## src/rtl/stoch_biquad_pkg.sv

```systemverilog
package stoch_biquad_pkg;

  localparam int unsigned NUM_TERMS = 5;

  localparam int unsigned TERM_X0 = 0;
  localparam int unsigned TERM_X1 = 1;
  localparam int unsigned TERM_X2 = 2;
  localparam int unsigned TERM_Y1 = 3;
  localparam int unsigned TERM_Y2 = 4;

  typedef enum logic [1:0] {
    PH_IDLE   = 2'd0,
    PH_STREAM = 2'd1,
    PH_BIN    = 2'd2
  } op_phase_e;

endpackage

```

## src/rtl/stoch_biquad_ctrl.sv

```systemverilog
module stoch_biquad_ctrl
  import stoch_biquad_pkg::*;
#(
  parameter int unsigned RW = 10,
  parameter int unsigned NW = 4
) (
  input  logic          clk,
  input  logic          rst_n,
  input  logic          start,
  input  logic [NW-1:0] len_log2,
  output logic          accept,
  output logic          strm_en,
  output logic          bin_en,
  output logic          busy,
  output logic          done,
  output logic [NW-1:0] n_eff
);

  localparam logic [NW-1:0] N_MAX = NW'(RW);

  // limit the requested exponent to 1..RW
  function automatic logic [NW-1:0] clamp_len(input logic [NW-1:0] l);
    if (l == '0) return NW'(1);
    if (l > N_MAX) return N_MAX;
    return l;
  endfunction

  // stream length 2^n - 1
  function automatic logic [RW-1:0] len_to_nsto(input logic [NW-1:0] n);
    logic [RW:0] p;
    p = (RW+1)'(1) << n;
    p = p - (RW+1)'(1);
    return p[RW-1:0];
  endfunction

  op_phase_e     st_q;
  logic [NW-1:0] n_q;
  logic [RW-1:0] phase_q;
  logic [RW-1:0] nsto;
  logic          last_slot;

  assign nsto      = len_to_nsto(n_q);
  assign n_eff     = n_q;
  assign accept    = start && (st_q == PH_IDLE);
  assign strm_en   = (st_q == PH_STREAM);
  assign bin_en    = (st_q == PH_BIN);
  assign busy      = (st_q != PH_IDLE);
  assign last_slot = strm_en && (phase_q == nsto - RW'(1));

  always_ff @(posedge clk or negedge rst_n) begin
    if (!rst_n) begin
      st_q    <= PH_IDLE;
      n_q     <= NW'(1);
      phase_q <= '0;
      done    <= 1'b0;
    end else begin
      done <= (st_q == PH_BIN);
      unique case (st_q)
        PH_IDLE: begin
          if (start) begin
            n_q     <= clamp_len(len_log2);
            phase_q <= '0;
            st_q    <= PH_STREAM;
          end
        end
        PH_STREAM: begin
          if (last_slot) st_q <= PH_BIN;
          else           phase_q <= phase_q + RW'(1);
        end
        PH_BIN:  st_q <= PH_IDLE;
        default: st_q <= PH_IDLE;
      endcase
    end
  end

endmodule

```

## src/rtl/stoch_biquad_term.sv

```systemverilog
module stoch_biquad_term #(
  parameter int unsigned RW    = 10,
  parameter int unsigned NW    = 4,
  parameter int unsigned SUM_W = 14
) (
  input  logic                    clk,
  input  logic                    rst_n,
  input  logic                    clr,
  input  logic                    en,
  input  logic [RW:0]             operand,
  input  logic                    coef_neg,
  input  logic [RW-1:0]           coef_mag,
  input  logic [RW-1:0]           rnd_data,
  input  logic [RW-1:0]           rnd_coef,
  input  logic [NW-1:0]           n_eff,
  output logic signed [SUM_W-1:0] term
);

  // absolute value, most negative code folded onto the largest magnitude
  function automatic logic [RW-1:0] mag_sat(input logic [RW:0] v);
    logic [RW:0] a;
    a = v[RW] ? (~v + (RW+1)'(1)) : v;
    return a[RW] ? '1 : a[RW-1:0];
  endfunction

  // count of ones back to a signed binary term in sample units
  function automatic logic signed [SUM_W-1:0] to_binary(input logic [RW-1:0] cnt,
                                                         input logic neg,
                                                         input logic [NW-1:0] n);
    logic [SUM_W-1:0] m;
    logic [NW-1:0]    sh;
    sh = NW'(RW) - n;
    m  = SUM_W'(cnt) << sh;
    return neg ? -$signed(m) : $signed(m);
  endfunction

  logic [RW-1:0] op_mag;
  logic          data_bit;
  logic          coef_bit;
  logic          prod_bit;
  logic          prod_neg;
  logic [RW-1:0] ones_q;

  assign op_mag   = mag_sat(operand);
  assign data_bit = op_mag > rnd_data;
  assign coef_bit = coef_mag > rnd_coef;
  assign prod_bit = data_bit & coef_bit;
  assign prod_neg = operand[RW] ^ coef_neg;

  always_ff @(posedge clk or negedge rst_n) begin
    if (!rst_n)                ones_q <= '0;
    else if (clr)              ones_q <= '0;
    else if (en && prod_bit)   ones_q <= ones_q + RW'(1);
  end

  assign term = to_binary(ones_q, prod_neg, n_eff);

endmodule

```

## src/rtl/stoch_biquad.sv

```systemverilog
module stoch_biquad
  import stoch_biquad_pkg::*;
#(
  parameter  int unsigned DATA_W = 11,
  localparam int unsigned RW     = DATA_W - 1,
  localparam int unsigned NW     = $clog2(RW + 1),
  localparam int unsigned SUM_W  = DATA_W + 3
) (
  input  logic                     clk,
  input  logic                     rst_n,
  input  logic                     start,
  input  logic signed [DATA_W-1:0] x_in,
  input  logic [NW-1:0]            len_log2,
  input  logic [NUM_TERMS-1:0]     coef_neg,
  input  logic [NUM_TERMS*RW-1:0]  coef_mag,
  input  logic [RW-1:0]            rnd_data,
  input  logic [RW-1:0]            rnd_coef,
  output logic                     busy,
  output logic                     strm_en,
  output logic signed [DATA_W-1:0] y_out,
  output logic                     done
);

  localparam int                       Y_HI_I = (1 << (DATA_W - 1)) - 1;
  localparam logic signed [DATA_W-1:0] Y_HI   = DATA_W'(Y_HI_I);
  localparam logic signed [DATA_W-1:0] Y_LO   = ~Y_HI;
  localparam logic signed [SUM_W-1:0]  S_HI   = SUM_W'(Y_HI_I);
  localparam logic signed [SUM_W-1:0]  S_LO   = ~S_HI;

  function automatic logic signed [DATA_W-1:0] clip(input logic signed [SUM_W-1:0] s);
    if (s > S_HI) return Y_HI;
    if (s < S_LO) return Y_LO;
    return $signed(s[DATA_W-1:0]);
  endfunction

  logic                     accept;
  logic                     bin_en;
  logic [NW-1:0]            n_eff;
  logic signed [DATA_W-1:0] x0_q, x1_q, x2_q, y1_q, y2_q, y_q;
  logic [DATA_W-1:0]        operand [NUM_TERMS];
  logic signed [SUM_W-1:0]  term    [NUM_TERMS];
  logic signed [SUM_W-1:0]  sum_raw;
  logic signed [DATA_W-1:0] y_next;

  stoch_biquad_ctrl #(.RW(RW), .NW(NW)) u_ctrl (
    .clk      (clk),
    .rst_n    (rst_n),
    .start    (start),
    .len_log2 (len_log2),
    .accept   (accept),
    .strm_en  (strm_en),
    .bin_en   (bin_en),
    .busy     (busy),
    .done     (done),
    .n_eff    (n_eff)
  );

  assign operand[TERM_X0] = x0_q;
  assign operand[TERM_X1] = x1_q;
  assign operand[TERM_X2] = x2_q;
  assign operand[TERM_Y1] = y1_q;
  assign operand[TERM_Y2] = y2_q;

  for (genvar k = 0; k < NUM_TERMS; k++) begin : g_term
    stoch_biquad_term #(.RW(RW), .NW(NW), .SUM_W(SUM_W)) u_term (
      .clk      (clk),
      .rst_n    (rst_n),
      .clr      (accept),
      .en       (strm_en),
      .operand  (operand[k]),
      .coef_neg (coef_neg[k]),
      .coef_mag (coef_mag[k*RW +: RW]),
      .rnd_data (rnd_data),
      .rnd_coef (rnd_coef),
      .n_eff    (n_eff),
      .term     (term[k])
    );
  end

  always_comb begin
    sum_raw = '0;
    for (int k = 0; k < NUM_TERMS; k++) sum_raw = sum_raw + term[k];
  end

  assign y_next = clip(sum_raw);

  always_ff @(posedge clk or negedge rst_n) begin
    if (!rst_n) begin
      x0_q <= '0;
      x1_q <= '0;
      x2_q <= '0;
      y1_q <= '0;
      y2_q <= '0;
      y_q  <= '0;
    end else begin
      if (accept) x0_q <= x_in;
      if (bin_en) begin
        y_q  <= y_next;
        x1_q <= x0_q;
        x2_q <= x1_q;
        y1_q <= y_next;
        y2_q <= y1_q;
      end
    end
  end

  assign y_out = y_q;

endmodule

```

## config.mk

```make
export PLATFORM = sky130hd
export DESIGN_NAME = stoch_biquad
export DESIGN_NICKNAME = d
export VERILOG_FILES = /design/src/rtl/stoch_biquad_pkg.sv /design/src/rtl/stoch_biquad_ctrl.sv /design/src/rtl/stoch_biquad_term.sv /design/src/rtl/stoch_biquad.sv
export SDC_FILE = /design/constraint.sdc
export NUM_CORES = 1
export LEC_CHECK = 0
export BUFFER_PORTS_ARGS = -buffer_cell sky130_fd_sc_hd__buf_2
export CORE_UTILIZATION = 60
export CTS_CLUSTER_SIZE = 24
export DETAILED_ROUTE_END_ITERATION = 7
export GPL_TIMING_DRIVEN = 0
export PLACE_DENSITY = 0.79
export SLEW_MARGIN = 10
export SYNTH_ARGS = -nofsm -noshare
export SYNTH_HDL_FRONTEND = slang
export SYNTH_SLANG_ARGS = --single-unit
```

## constraint.sdc

```tcl
create_clock -name clk -period 8.3 [get_ports clk]
set_input_delay 0.83 -clock clk [delete_from_list [all_inputs] [get_ports clk]]
set_output_delay 0.83 -clock clk [all_outputs]
set_load 0.03 [all_outputs]
```

==> results of run 1 <==
worst reg2reg max path: cells and delay by family, from the launching register on:
family          cells  cell delay [ns]
buf+inv             8             1.46
mux                 1             0.36
xor+xnor            8             2.03
simple gates        4             0.66
flops               1             0.61
fa+ha+maj           4             1.83
compound gates      4             0.96
metal layers:
metal / vias up / GRT usage, % / routed length [um]
li1: 6867 / - / -
met4: 0 / 13.8 / 1720
met5: - / 0 / 0
met3: 130 / 6.73 / 3960
met1: 6948 / 50.0 / 20200
met2: 731 / 61.3 / 22000
cells by family after synthesis:
family | Yosys count | share of synthesized area (%)
multiplexers | 95 | 8.10
XOR/XNOR | 186 | 11.1
adder cells (fa/ha/maj) | 174 | 16.2
buffers and inverters | 226 | 6.54
flip-flops | 122 | 20.1
AO/OA/AOI/OAI | 394 | 17.4
AND/OR/NAND/NOR | 696 | 20.6
cell usage after synthesis, drive strengths merged, types with 4 or more instances:
library cell    n  area share [%]
o41ai           6            0.35
a211oi         12            0.74
a31oi          25             1.1
a22oi           7            0.35
o31ai          16            0.82
fa             38             5.0
clkbuf         61             1.5
or3            11            0.45
buf            50             2.2
o211ai         11            0.54
inv           115             2.8
nand4          37             1.5
o2111ai         4            0.23
nor3           35             1.2
and2           14            0.58
o21bai          7            0.35
nand2         327             8.1
xor2          102             5.9
o311ai          9            0.52
o21a           27             1.3
nor4            5            0.21
a221o           8            0.53
ha            136              11
nor2          141             3.5
a21oi          96             3.3
o21ai          91             3.0
a2111oi         6            0.35
dfrtp         121              20
and3           18            0.77
mux2i          54             3.6
mux2           22             1.7
xnor2          82             4.9
a21o           29             1.4
a221oi          9            0.64
nand2b         12            0.49
nor2b          23            0.96
nand3          56             1.8
mux4           19             2.9
timing repair:
item	4_1_cts	5_1_grt
pin swaps	1	3
hold buffers	0	0
resized for setup	2	16
setup endpoints to repair	8	11
per-stage QoR:
step | cell area [sq um] | utilization, %
after global routing | 16800 | 68.3
after detailed placement | 16200 | 65.8
after global placement | 16100 | 65.6
after CTS | 16800 | 68.1
after floorplan | 15200 | -
final | 16800 | 68.3
cells in the final DEF, fill, tap and decap left out, drive strengths merged, types with 4 or more instances in the layout:
master     n
xor2     102
o31ai     16
a221o      8
o21bai     7
mux4      19
nand4     37
o211ai    11
nand2b    12
inv      124
a221oi     9
o41ai      6
nor2     141
nand2    327
and3      18
o21a      27
a21oi     96
a22oi      7
a31oi     25
a2111oi    6
ha       136
o311ai     9
clkbuf    81
or3       11
and2      14
mux2      22
mux2i     54
buf      153
xnor2     82
nor4       5
o21ai     91
a211oi    12
a21o      29
nand3     56
dfrtp    121
fa        38
nor2b     23
nor3      35
o2111ai    4
state kept, by name (all words and copies together) (netlist names):
register              flops
g_term.u_term.ones_q     50
x0_q                     11
x1_q                     11
x2_q                     11
y2_q                     11
y_out                    11
u_ctrl.phase_q           10
u_ctrl.n_eff              4
u_ctrl.st_q               2
u_ctrl.done               1
layout make-up:
cell class	instances	area (sq um)	area share (%)
multi-input combinational	1545	11200	66.6
sequential	122	3050	18.2
timing repair buffer	108	574	3.42
buffer	110	572	3.40
inverter	115	432	2.57
clock buffer	17	425	2.53
tap	324	405	2.41
clock inverter	15	153	0.909
worst paths after layout:
kind / startpoint / endpoint / slack [ns]
setup / recovery: u_ctrl.n_eff[0] / y_out[0] / 0.29
hold / removal: rst_n / x0_q[1] / 0.28
setup reg to reg: u_ctrl.n_eff[0] / y_out[0] / 0.29
hold reg to reg: x0_q[0] / x1_q[0] / 0.50
max in group asynchronous: rst_n / u_ctrl.n_eff[0] / 7.24
min in group clk: x0_q[0] / x1_q[0] / 0.50
==> summary.md, run 1 <==
| Metric | Value |
|---|---|
| Worst Path Max Fanout | 11 |
| Pre-CTS WS | 0.00954 ns |
| Yosys warning count | 0 |
| RSZ-0062 raised after global routing | no |
| Final Skew | 0.0126 ns |
| Max cap viols | 0 |
| R2r worst-path depth | 29 |
| TritonCTS clock tree | built |
| DR WL/cell | 20.3 um |
| Post-synth ARST share | 100% |
| DRC | 0 |
| Syn nets | 2,160 |
| Pre-antenna DRT Iters | 6 |
| Post-CTS Setup Inserts | 0 |
| ANT nets after route | 0 |
| N_diodes | 0 |
| CTS sink cnt | 122 |
| Buf/Inv on CP | 8 |
| Crit path time final | 8.01 ns |
| Share of cells above drive strength 1 | 12.7% |
| Post-Syn Instances | 1,893 |
| Status | finished, final reports clean |
| Area Growth Syn to Fin | 10.6% |
| I/O pins | 107 |
| Core area | 0.0246 sq mm |
| Post-synth EDFFs | 0 |
| Worst EP arrival | 8.34 ns |
| Nets | 2,286 |
| Clock root buffer | clkbuf_16 |
| Wirelength, routed | 47,900 um |
| Final setup viols | 0 |
| Max Clk Rate | 125 MHz |
| Clk slew on worst S/H paths | 0.07 ns |
| Initial antenna violation count | 0 |
| Slew margin rel. | 22.4% |
| First-pass GRT wire length | 76,200 um |
| Slowest-stage cell, CP | dfstp_2 |
| CP Capture Type | flip-flop |
| Post-synthesis sequential area ratio | 20.1% |
| Least-Margin Pin Slew | 1.16 ns |
| Non-filler cells, final | 2,356 |
| Dpl hpwl | 37,500 um |
| First DRT Iteration DRCs | 1,642 |
| Vias in the first global route | 14,000 |
| Crit-path max cell delay | 0.61 ns |
| Distinct cells, synth | 88 |
| Starting density of the core | 61.8% |
| Family with the most delay on the worst path | XOR/XNOR gates |
| Largest net degree at the start of global routing | 88 |
| Vias per cell | 6.23 |
| Max H-tree Level | 4 |
| WS Path Type | reg -> reg |
| GP Congestion | 1.02 |
| Core Rows | 57 |
| Final hold vios | 0 |
| Register bit total from synthesis | 122 |
| Final worst setup slack | 0.290 ns |
| Critical Path Stages | 29 |
| Num CTS Buffers | 17 |
| Worst Path Required | 8.63 ns |
| Syn avg cell area | 8.03 sq um |
| WHS | 0.283 ns |
| Mapped cell area | 0.0152 sq mm |
| Pins Over Slew Limit | 0 |
| Worst-skew pair later-pin latency | 0.44 ns |
| Number of instances in the placed design | 2,325 |
| Cell repeated most along the worst path | buf_6 |
| Ys flop type | dfrtp_1 |
| Max Buffers Root-to-Sink | 2 |
| Vias | 14,700 |
| GRT Resource Usage Total | 37.6% |
| Die area | 0.0260 sq mm |
| Crit path launch type | flip-flop |
| Die height | 161 um |
| GR Overflow Total | 0 |
| # fillers | 2,038 |
| Port Buffers | 106 |
| Hold Path Class | in -> async |
| Total negative slack | 0 ns |
| Tcrit/Tclk final | 96.5% |
| Die W | 161 um |
Power of run 1 is left out: the tool's default activity adds up to more than one toggle a clock period on the data nets, which glitch-free logic cannot reach.
==> inputs of run 2 (changes only) <==
--- a/config.mk
+++ b/config.mk
@@ -6,11 +6,11 @@
 export NUM_CORES = 1
 export LEC_CHECK = 0
 export BUFFER_PORTS_ARGS = -buffer_cell sky130_fd_sc_hd__buf_2
-export CORE_UTILIZATION = 60
+export CORE_UTILIZATION = 54
 export CTS_CLUSTER_SIZE = 24
 export DETAILED_ROUTE_END_ITERATION = 7
 export GPL_TIMING_DRIVEN = 0
-export PLACE_DENSITY = 0.79
+export PLACE_DENSITY = 0.73
 export SLEW_MARGIN = 10
 export SYNTH_ARGS = -nofsm -noshare
 export SYNTH_HDL_FRONTEND = slang
==> run 2 against run 1 <==
Design area is 0.39% higher. Sequential cell count stayed put. Utilization is 7.4 points lower. Via count is 0.39% lower. First-iteration DRC count is 11% lower. Hold slack better by 0.018 ns. Largest cell class unchanged. Critical endpoint is now y_out[4]. Register-to-register slack hardly changed. Non-clock buffer count is 4 higher. Final cell count is 2.5% higher. Count of clock-buffer cells in the layout stayed put.
==> summary.md, run 2 (synthesis gave the netlist of run 1 again) <==
| Metric | Value |
|---|---|
| First-pass GRT wire length | 76,100 um |
| Share of cells above drive strength 1 | 12.6% |
| Largest net degree at the start of global routing | 88 |
| Least-Margin Pin Slew | 1.27 ns |
| Vias per cell | 6.06 |
| TritonCTS clock tree | built |
| Status | finished, final reports clean |
| # fillers | 2,490 |
| Port Buffers | 106 |
| Starting density of the core | 54.8% |
| Max Clk Rate | 125 MHz |
| Max Buffers Root-to-Sink | 2 |
| Wirelength, routed | 48,000 um |
| Worst-skew pair later-pin latency | 0.43 ns |
| WHS | 0.301 ns |
| Worst Path Max Fanout | 11 |
| Worst EP arrival | 8.33 ns |
| DR WL/cell | 19.9 um |
| N_diodes | 0 |
| Die area | 0.0288 sq mm |
| Slew margin rel. | 15.4% |
| Clk slew on worst S/H paths | 0.06 ns |
| Num CTS Buffers | 17 |
| RSZ-0062 raised after global routing | yes |
| Max cap viols | 0 |
| First DRT Iteration DRCs | 1,461 |
| Crit path time final | 8.02 ns |
| Worst Path Required | 8.61 ns |
| Slowest-stage cell, CP | dfstp_2 |
| Dpl hpwl | 38,400 um |
| Number of instances in the placed design | 2,380 |
| Max FFs per register | 50 |
| Crit-path max cell delay | 0.58 ns |
| GP Congestion | 0.994 |
| Vias | 14,600 |
| Crit path launch type | flip-flop |
| GR Overflow Total | 0 |
| Core area | 0.0277 sq mm |
| Die W | 170 um |
| Biggest register | g_term.u_term.ones_q |
| I/O pins | 107 |
| Cell repeated most along the worst path | buf_6 |
| WS Path Type | reg -> reg |
| Final Skew | 0.00848 ns |
| Core Rows | 61 |
| Hold Path Class | in -> async |
| Pre-antenna DRT Iters | 6 |
| ANT nets after route | 0 |
| GRT Resource Usage Total | 34.2% |
| Commonest non-fill, non-tap cells in the layout | nand2_1 (327), nor2_1 (140), ha_1 (136) |
| Clock root buffer | clkbuf_16 |
| CP Capture Type | flip-flop |
| Nets | 2,290 |
| Final worst setup slack | 0.281 ns |
| CTS sink cnt | 122 |
| DRC | 0 |
| Pins Over Slew Limit | 0 |
| Die height | 170 um |
| Area Growth Syn to Fin | 11.0% |
| Pre-CTS WS | -0.259 ns |
| Tcrit/Tclk final | 96.6% |
| Max H-tree Level | 4 |
| Vias in the first global route | 14,100 |
| Final hold vios | 0 |
| Initial antenna violation count | 0 |
| Final setup viols | 0 |
| Non-filler cells, final | 2,414 |
| Most common cell after layout, fill and taps aside | nand2_1 |
[run 2: changes by cell type in the layout (fill, tap and decap cells not counted), moves of 2 or more]
cell / change
xnor2_1: +3
xnor2_2: -3
buf_4: +2
clkinv_4: +2
inv_8: -2
inv_6: -2
[run 2: final cells by class]
class / instances / area, sq um / share of cell area (%)
plain buffers: 110 / 571 / 3.38
clock buffers: 17 / 425 / 2.52
inverters: 115 / 432 / 2.56
clock inverters: 15 / 143 / 0.846
repair buffers: 112 / 608 / 3.61
flip-flops and latches: 122 / 3050 / 18.1
multi-input cells: 1545 / 11200 / 66.2
well taps: 378 / 473 / 2.80
[run 2: routing by layer]
metal	share of wire (%)	vias to the layer above	GRT usage, %
met5	0	-	0
met4	3.0	0	12.2
met3	7.1	101	5.48
met2	47	615	56.6
met1	43	7024	45.0
li1	-	6879	-
[run 2: path summary, 6_finish.rpt]
path | startpoint | to | slack (ns) | cells after the start
hold / removal | rst_n | x0_q[1] | 0.30 | 1
setup reg to reg | u_ctrl.n_eff[0] | y_out[4] | 0.28 | 29
max in group asynchronous | rst_n | g_term[3].u_term.ones_q[1] | 7.22 | 2
setup / recovery | u_ctrl.n_eff[0] | y_out[4] | 0.28 | 29
hold reg to reg | x0_q[1] | x1_q[1] | 0.51 | 2
min in group clk | x0_q[1] | x1_q[1] | 0.51 | 2
[run 2: timing repair]
item	in CTS	in global routing
setup buffers	0	3
hold buffers	0	0
resized for setup	2	10
pin swaps	0	2
endpoints found under the hold margin	0	0
endpoints found under the setup margin	10	11
[run 2: worst max-delay path, delay by kind of cell, from the launching register on]
family | cells | cell delay [ns]
flops | 1 | 0.58
buf+inv | 9 | 1.55
mux | 3 | 0.69
compound gates | 3 | 1.00
simple gates | 2 | 0.37
fa+ha+maj | 4 | 1.80
xor+xnor | 8 | 1.87
[run 2: per-stage QoR]
step	setup TNS, ns	instance area (sq um)	util, %
finish	0	16900	60.9
global route	-0.00203	16900	60.9
CTS	0	16800	60.7
detailed placement	-2.47	16300	58.7
global placement	-1.38	16200	58.5
floorplan	0	15200	-
Power of run 2 is left out for the same reason.
==> inputs of run 3 (changes only) <==
--- a/config.mk
+++ b/config.mk
@@ -6,11 +6,11 @@
 export NUM_CORES = 1
 export LEC_CHECK = 0
 export BUFFER_PORTS_ARGS = -buffer_cell sky130_fd_sc_hd__buf_2
-export CORE_UTILIZATION = 54
+export CORE_ASPECT_RATIO = 1.1
+export CORE_UTILIZATION = 38
 export CTS_CLUSTER_SIZE = 24
 export DETAILED_ROUTE_END_ITERATION = 7
 export GPL_TIMING_DRIVEN = 0
-export PLACE_DENSITY = 0.73
 export SLEW_MARGIN = 10
 export SYNTH_ARGS = -nofsm -noshare
 export SYNTH_HDL_FRONTEND = slang
==> run 3 against run 2 <==
The run now ends with design-rule violations left. Register-to-register slack gained 0.099 ns. Utilization shrank 17 points. Die area grew 42%. Wire length grew 3.2%. Design area grew 1.3%. First-iteration DRC count shrank 31%. Final cell count grew 5.2%. Sequential cell count is the same. Clock skew grew 0.0098 ns. Via count shrank 2.5%. Sequential share of layout area shrank 0.23 points. Largest cell class unchanged.
==> summary.md, run 3 (synthesis gave the netlist of run 1 again) <==
| Metric | Value |
|---|---|
| Clk slew on worst S/H paths | 0.07 ns |
| DR WL/cell | 19.5 um |
| WHS | 0.349 ns |
| TritonCTS clock tree | built |
| Starting density of the core | 38.7% |
| Final hold vios | 0 |
| GP Congestion | 1.01 |
| Slew margin rel. | 28.0% |
| Wirelength, routed | 49,600 um |
| Die W | 193 um |
| Pre-antenna DRT Iters | 8 |
| Initial antenna violation count | 0 |
| Final Skew | 0.0182 ns |
| RSZ-0062 raised after global routing | no |
| Max H-tree Level | 4 |
| Nets | 2,286 |
| Least-Margin Pin Slew | 1.08 ns |
| Max cap viols | 0 |
| Worst Path Max Fanout | 19 |
| I/O pins | 107 |
| Post-CTS Setup Inserts | 0 |
| Core Rows | 76 |
| Biggest register | g_term.u_term.ones_q |
| Max Buffers Root-to-Sink | 2 |
| Failing checks | design-rule violations |
| Commonest non-fill, non-tap cells in the layout | nand2_1 (327), nor2_1 (140), ha_1 (136) |
| Vias | 14,200 |
| N_diodes | 0 |
| Die height | 212 um |
| Die area | 0.0408 sq mm |
| Cell repeated most along the worst path | buf_6 |
| DRC | 12 |
| Crit path launch type | flip-flop |
| GRT Resource Usage Total | 24.8% |
| Vias in the first global route | 14,100 |
| First-pass GRT wire length | 77,700 um |
| CTS sink cnt | 122 |
| Clock root buffer | clkbuf_16 |
| Largest net degree at the start of global routing | 65 |
| WS Path Type | reg -> reg |
| Worst Path Required | 8.61 ns |
| First DRT Iteration DRCs | 1,002 |
| Max Clk Rate | 126 MHz |
| Vias per cell | 5.61 |
| Family with the most delay on the worst path | adder cells |
| Pins Over Slew Limit | 0 |
| Buf/Inv on CP | 10 |
| Share of cells above drive strength 1 | 12.8% |
| Worst-skew pair later-pin latency | 0.44 ns |
| Status | complete, but fails checks |
| Area Growth Syn to Fin | 12.4% |
| Slowest-stage cell, CP | o21ai_0 |
| Port Buffers | 106 |
| GR Overflow Total | 0 |
| Dpl hpwl | 40,500 um |
| Tcrit/Tclk final | 95.4% |
| Num CTS Buffers | 17 |
| Hold Path Class | in -> async |
| CP Capture Type | flip-flop |
| Most common cell after layout, fill and taps aside | nand2_1 |
| CTS Hold Bufs | 0 |
| Crit-path max cell delay | 0.64 ns |
| # fillers | 3,964 |
| Multi-input logic area | 0.0112 sq mm |
| Max FFs per register | 50 |
| Crit path time final | 7.92 ns |
| ANT nets after route | 0 |
| Worst EP arrival | 8.23 ns |
| Final setup viols | 0 |
| Seq. cell area | 0.00305 sq mm |
| Core area | 0.0393 sq mm |
-- run 3: path summary, 6_finish.rpt --
check                           startpoint                          to  slack [ns]  depth (start not counted)
setup / recovery           u_ctrl.n_eff[0]                    y_out[3]        0.38                         31
hold / removal                       rst_n  g_term[3].u_term.ones_q[9]        0.35                          1
setup reg to reg           u_ctrl.n_eff[0]                    y_out[3]        0.38                         31
hold reg to reg                    x0_q[1]                     x1_q[1]        0.49                          2
max in group asynchronous            rst_n                    y_out[3]        7.17                          2
min in group clk                   x0_q[1]                     x1_q[1]        0.49                          2
-- run 3: final cells by class --
class,instances,share of cell area (%)
Buffer,110,3.38
Clock buffer,17,2.49
Clock inverter,15,1.13
Inverter,115,2.53
Multi-Input combinational cell,1545,65.5
Sequential cell,122,17.9
Tap cell,507,3.71
Timing Repair Buffer,108,3.37
-- run 3: layer usage --
layer,share of wire [%],track usage [%],up-vias
li1,-,-,6861
met1,43,30.7,6816
met2,48,43.3,447
met3,4.1,2.74,125
met4,4.3,10.3,0
met5,0,0,-
-- run 3: what timing repair did --
action                     CTS  global route
setup endpoints to repair   10            11
resized for setup            2            21
gates cloned                 0             0
pin swaps                    0             3
-- run 3: stage by stage --
stage | instances | TNS (ns) | utilization, % | setup slack [ns] | area, sq um
after CTS | 2539 | 0 | 43.4 | 0.0636 | 17000
final | 2539 | 0 | 43.5 | 0.380 | 17100
after global placement | 2506 | -0.707 | 41.7 | -0.0888 | 16400
after floorplan | 1893 | 0 | - | 1.13 | 15200
after detailed placement | 2508 | -1.88 | 41.8 | -0.207 | 16400
after global routing | 2539 | 0 | 43.5 | 0.0227 | 17100
Power of run 3 is left out for the same reason.
